[src/rtl/abd_pkg.sv]
package abd_pkg;

    // Top-level sequencing of detection, confirmation and lock
    typedef enum logic [1:0] {
        ST_HUNT = 2'd0,
        ST_SEND = 2'd1,
        ST_DONE = 2'd2
    } abd_state_e;

endpackage

[src/rtl/abd_sync.sv]
module abd_sync #(
    parameter int STAGES = 2
) (
    input  logic clk_i,
    input  logic rst_ni,
    input  logic async_i,
    output logic sync_o
);

    logic [STAGES-1:0] chain_q;

    always_ff @(posedge clk_i or negedge rst_ni) begin
        if (!rst_ni) begin
            chain_q <= '1;
        end else begin
            chain_q <= {chain_q[STAGES-2:0], async_i};
        end
    end

    assign sync_o = chain_q[STAGES-1];

endmodule

[src/rtl/abd_measure.sv]
module abd_measure #(
    parameter int CNT_W   = 20,
    parameter int MIN_LOW = 144
) (
    input  logic             clk_i,
    input  logic             rst_ni,
    input  logic             rx_s_i,
    input  logic             en_i,
    output logic             len_vld_o,
    output logic [CNT_W-1:0] len_o
);

    localparam logic [CNT_W-1:0] MAX_CNT = '1;
    localparam logic [CNT_W-1:0] MIN_CNT = CNT_W'(MIN_LOW);

    typedef struct packed {
        logic             run;
        logic             prev;
        logic [CNT_W-1:0] cnt;
        logic             vld;
        logic [CNT_W-1:0] len;
    } meas_t;

    meas_t q, d;

    always_comb begin
        d      = q;
        d.vld  = 1'b0;
        d.prev = rx_s_i;
        if (!q.run) begin
            // arm only on a genuine high-to-low transition
            if (en_i && q.prev && !rx_s_i) begin
                d.run = 1'b1;
                d.cnt = CNT_W'(1);
            end
        end else if (!rx_s_i) begin
            if (q.cnt == MAX_CNT) begin
                d.run = 1'b0;          // too long: drop, wait for next fall
            end else begin
                d.cnt = q.cnt + 1'b1;
            end
        end else begin
            d.run = 1'b0;
            if (q.cnt >= MIN_CNT) begin
                d.vld = 1'b1;
                d.len = q.cnt;
            end
        end
    end

    always_ff @(posedge clk_i or negedge rst_ni) begin
        if (!rst_ni) begin
            q <= '0;
        end else begin
            q <= d;
        end
    end

    assign len_vld_o = q.vld;
    assign len_o     = q.len;

endmodule

[src/rtl/abd_tx.sv]
module abd_tx #(
    parameter int DIV_W = 13,
    parameter int OSR   = 16
) (
    input  logic             clk_i,
    input  logic             rst_ni,
    input  logic             start_i,
    input  logic [DIV_W-1:0] div_i,
    output logic             tx_o,
    output logic             done_o
);

    localparam int PER_W    = DIV_W + $clog2(OSR) + 1;
    localparam int FRAME    = 10;              // start + 8 data + stop
    localparam int IDX_W    = $clog2(FRAME);
    localparam logic [IDX_W-1:0] STOP_IDX = IDX_W'(FRAME - 1);

    typedef struct packed {
        logic             busy;
        logic [IDX_W-1:0] idx;
        logic [PER_W-1:0] tmr;
        logic             tx;
        logic             done;
    } tx_t;

    tx_t q, d;
    logic [PER_W-1:0] per_last;

    always_comb begin
        per_last = PER_W'(div_i) * PER_W'(OSR) - PER_W'(1);
        d        = q;
        d.done   = 1'b0;
        if (!q.busy) begin
            if (start_i) begin
                d.busy = 1'b1;
                d.idx  = '0;
                d.tmr  = '0;
                d.tx   = 1'b0;
            end
        end else if (q.tmr == per_last) begin
            d.tmr = '0;
            if (q.idx == STOP_IDX) begin
                d.busy = 1'b0;
                d.done = 1'b1;
                d.tx   = 1'b1;
            end else begin
                d.idx = q.idx + 1'b1;
                // all data bits are zero, only the stop bit is high
                d.tx  = (q.idx + 1'b1 == STOP_IDX);
            end
        end else begin
            d.tmr = q.tmr + 1'b1;
        end
    end

    always_ff @(posedge clk_i or negedge rst_ni) begin
        if (!rst_ni) begin
            q    <= '0;
            q.tx <= 1'b1;
        end else begin
            q <= d;
        end
    end

    assign tx_o   = q.tx;
    assign done_o = q.done;

endmodule

[src/rtl/autobaud_lock.sv]
module autobaud_lock #(
    parameter  int CNT_W    = 20,
    parameter  int MIN_LOW  = 144,
    parameter  int OSR      = 16,
    parameter  int LOW_BITS = 9,
    localparam int SPAN     = OSR * LOW_BITS,
    localparam int DIV_W    = CNT_W + 2 - $clog2(SPAN)
) (
    input  logic             clk_i,
    input  logic             rst_ni,
    input  logic             rx_i,
    output logic             tx_o,
    output logic [DIV_W-1:0] divisor_o,
    output logic             locked_o
);

    import abd_pkg::*;

    localparam logic [CNT_W:0] SPAN_W = (CNT_W+1)'(SPAN);
    localparam logic [CNT_W:0] HALF_W = (CNT_W+1)'(SPAN / 2);

    typedef struct packed {
        abd_state_e       st;
        logic [DIV_W-1:0] div;
        logic             start;
        logic             locked;
    } top_t;

    top_t q, d;

    logic             rx_s;
    logic             len_vld;
    logic [CNT_W-1:0] len;
    logic             tx_done;
    logic [CNT_W:0]   sum;

    abd_sync #(.STAGES(2)) sync_i (
        .clk_i   (clk_i),
        .rst_ni  (rst_ni),
        .async_i (rx_i),
        .sync_o  (rx_s)
    );

    abd_measure #(.CNT_W(CNT_W), .MIN_LOW(MIN_LOW)) meas_i (
        .clk_i     (clk_i),
        .rst_ni    (rst_ni),
        .rx_s_i    (rx_s),
        .en_i      (q.st == ST_HUNT),
        .len_vld_o (len_vld),
        .len_o     (len)
    );

    abd_tx #(.DIV_W(DIV_W), .OSR(OSR)) tx_i (
        .clk_i   (clk_i),
        .rst_ni  (rst_ni),
        .start_i (q.start),
        .div_i   (q.div),
        .tx_o    (tx_o),
        .done_o  (tx_done)
    );

    always_comb begin
        sum     = {1'b0, len} + HALF_W;
        d       = q;
        d.start = 1'b0;
        unique case (q.st)
            ST_HUNT: begin
                if (len_vld) begin
                    d.div   = DIV_W'(sum / SPAN_W);
                    d.start = 1'b1;
                    d.st    = ST_SEND;
                end
            end
            ST_SEND: begin
                if (tx_done) begin
                    d.locked = 1'b1;
                    d.st     = ST_DONE;
                end
            end
            default: ;
        endcase
    end

    always_ff @(posedge clk_i or negedge rst_ni) begin
        if (!rst_ni) begin
            q    <= '0;
            q.st <= ST_HUNT;
        end else begin
            q <= d;
        end
    end

    assign divisor_o = q.div;
    assign locked_o  = q.locked;

endmodule

[config.mk]
export PLATFORM = sky130hd
export DESIGN_NAME = autobaud_lock
export DESIGN_NICKNAME = d
export VERILOG_FILES = /design/src/rtl/abd_pkg.sv /design/src/rtl/abd_sync.sv /design/src/rtl/abd_measure.sv /design/src/rtl/abd_tx.sv /design/src/rtl/autobaud_lock.sv
export SDC_FILE = /design/constraint.sdc
export NUM_CORES = 1
export LEC_CHECK = 0
export ABC_CLOCK_PERIOD_IN_PS = 10600
export BUFFER_PORTS_ARGS = -buffer_cell sky130_fd_sc_hd__buf_2
export CORE_MARGIN = 8
export CORE_UTILIZATION = 45
export DETAILED_ROUTE_END_ITERATION = 10
export GPL_ROUTABILITY_DRIVEN = 0
export PLACE_DENSITY_LB_ADDON = 0.12
export SYNTH_ARGS = -nofsm -noshare
export SYNTH_HDL_FRONTEND = slang
export SYNTH_SLANG_ARGS = --single-unit
[constraint.sdc]
create_clock -name clk_i -period 10.6 [get_ports clk_i]
set_input_delay 2.12 -clock clk_i [delete_from_list [all_inputs] [get_ports clk_i]]
set_output_delay 2.12 -clock clk_i [all_outputs]
set_load 0.005 [all_outputs]
==> flow_summary.toml <==
[placement]
hpwl_microns = 12000
port_buffers = 18
dp.cells = 945
place_area_sq_um = 6790

[setup_path]
cp-end-kind = "flop"
slowest_delay_ns = 0.78
worstPathArrival_ns = 7.71
cp_max_fo = 12
worstPathRequired_ns = 10.86
crit_buf_inv = 0
reg2reg_from = "meas_i.len_o[3]"
crit_slowest_cell = "a21oi_1"
path_cells = "ha_1 > a21oi_2 > nor3_2 > xnor2_1 > nor2_2 > and3_4 > a211o_4 > o311ai_1 > o21ai_2 > a21oi_1 > a21oi_1 > a221oi_4 > nor2_1 > o311ai_4 > mux2_2 > and2_1 > a211o_1 > and3_1 > a211oi_2 > and3_1 > o31ai_1 > a211o_1 > a41oi_2"
cp_top_family = "compound AO/OA/AOI/OAI gates"
startpoint_type = "flop"
timing_worst_setup_path_type = "reg2reg"
startpoint = "meas_i.len_o[3]"

[clock_network]
cts_tree = "yes"
htree_levels = 3
cts-root-buf = "clkbuf_16"
cts_buffers = 9
clkTransAtPathRegs_ns = 0.06
max-clock-path-buffers = 2
insertion_delay_ns = 0.34
clock_sinks = 86
cts_resized = 0
hold_buffers = 0
postCtsSetupBuffers = 0

[final_layout]
stdcell_area_sq_um = 7100
finish.utilization = 0.490
nets = 784
fin_cells = 961
drive_above_1_share = 0.133
synthToLayoutAreaGrowth_pct = 6.50
n_antenna_cell = 0
filler_cell_count = 1383

[floorplanning]
die_h_microns = 138
die_w_microns = 138
core-area_sq_um = 14500
start_util = 0.460
die_area_sq_um = 19000
rows = 44
io_pins = 19

[sta]
rsz0062_at_grt = "no"
fmax_ghz = 0.134
worst_pin_slew_ns = 0.994
layout_min_cycle_time_ns = 7.45
maxSlewViolCount = 0
fin_tns_setup_ns = 0
finalCritPeriodShare = 0.703
slew_headroom = 0.337
hold_viol = 0
skew_ns = 0.00728
setup_viol = 0

[power_and_ir_drop]
total_power_mw = 0.679
power_density_nw_per_um2 = 95.7
ir_drop_v = 0.0000855
leakage_nw = 3.06

[yosys]
synth_area_sq_um = 6670
ys_warn_count = 0
avgSynthCellArea_sq_um = 8.50
synth.area.top_cells = "dfrtp_1 31%, o21ai_0 4.7%, nor2_1 4.6%"
ys_types = 91
synth_cells = 784
synth_top_area_frac = 0.312
ys.flop_type = "dfrtp_1"
yosysMostFrequentCell = "dfrtp_1"
synth_nets = 796
ys_seq_area_frac = 0.323
synth_top_cell_by_area = "dfrtp_1"
ys_top_cells_by_count = "83 x dfrtp_1, 81 x nor2_1, 66 x nand2_1, 62 x o21ai_0, 42 x nand3_1"
synth_edf_count = 0
ys_ff_latch = 86
ys_async_sr_fraction = 1.00

[grt]
grt_max_degree = 66
grt_pass1_vias = 5490
gr-total-overflow = 0
track_usage = 0.174
grt_pass1_wl_microns = 27000
antenna_found_initial = 0

[worst_hold_path]
hold_path.class = "reg2reg"
hp-start = "sync_i.chain_q[0]"

[detailed_routing]
vias = 5920
wl_microns = 16100
dr.pass1.iters = 5
wl_per_cell_microns = 16.7
remaining_drc_errors = 0
ant_nets = 0
drtIter0Drc = 573
viasPerCell = 6.16

[job]
cap_viol_max_count = 0

[status]
status = "finished, final reports clean"
## where the power goes
part | internal, mW | total, mW | switching (mW) | leakage (nW)
logic | 0.00510 | 0.0173 | 0.0122 | 1.73
registers | 0.333 | 0.338 | 0.00464 | 1.18
clock network | 0.190 | 0.324 | 0.134 | 0.145
## cell usage in the layout, fill, tap and decap left out, types with 4 or more instances in the layout
cell type / count
or2_2: 5
nand3_1: 42
o21ai_0: 62
xor2_1: 32
and4_1: 4
o2111ai_1: 4
mux2_2: 19
o211ai_1: 11
and3_1: 23
buf_4: 5
dfrtp_1: 83
a211oi_1: 7
a211o_1: 5
clkbuf_16: 9
o21ai_1: 7
o22ai_1: 4
nand2b_1: 6
or4_1: 4
buf_2: 17
ha_1: 9
a31oi_1: 13
o31ai_1: 6
xnor2_1: 32
nand4_1: 18
o31a_1: 5
inv_1: 17
nand2_1: 66
nor2_1: 81
or3_1: 14
a21oi_1: 32
a22o_1: 6
nor3_1: 13
nor4_1: 8
and2_1: 7
o21a_1: 5
## final timing paths
check / to / depth (start not counted) / slack [ns]
setup / recovery: divisor_o[0] / 23 / 3.15
hold / removal: sync_i.chain_q[1] / 0 / 0.36
setup reg to reg: divisor_o[0] / 23 / 3.15
hold reg to reg: sync_i.chain_q[1] / 0 / 0.36
max in group asynchronous: tx_i.q[16] / 2 / 7.83
min in group asynchronous: meas_i.q[21] / 1 / 1.66
## state kept, by name (all words and copies together), names as in the netlist, 2 cells and up
signal          flops
sync_i.chain_q      2
divisor_o          14
meas_i.q           22
q                   3
tx_i.q             24
meas_i.len_o       17
## layer usage
metal | part of all wire | GRT usage | vias up
li1 | - | - | 2885
met1 | 0.46 | 0.228 | 2838
met2 | 0.47 | 0.279 | 172
met3 | 0.053 | 0.0383 | 25
met4 | 0.020 | 0.0567 | 0
met5 | 0 | 0 | -
## final cells by class
cell class,count,area [sq um],share of cell area
clock buffer,10,239,0.0337
clock inverter,6,67.6,0.00952
inverter,17,63.8,0.00899
multi-input combinational,636,4220,0.594
sequential,86,2160,0.304
tap,184,230,0.0324
timing repair buffer,22,123,0.0173
## stage by stage
stage	setup WS [ns]	hold slack [ns]
final	3.15	0.356
after global routing	2.60	0.359
after CTS	3.25	0.357
after detailed placement	3.26	0.348
after global placement	3.32	0.346
after floorplan	4.13	0.345
## cells by family (layout without fill, tap and decap cells)
family,after synthesis,after routing,share of synthesized area
adder cells (fa/ha/maj),9,9,0.0169
flip-flops,86,86,0.323
multiplexers,24,24,0.0434
XOR/XNOR,65,65,0.0865
AO/OA/AOI/OAI,220,220,0.238
buffers and inverters,62,55,0.0447
AND/OR/NAND/NOR,318,318,0.247
No activity file was read; power rests on OpenSTA's default activity.
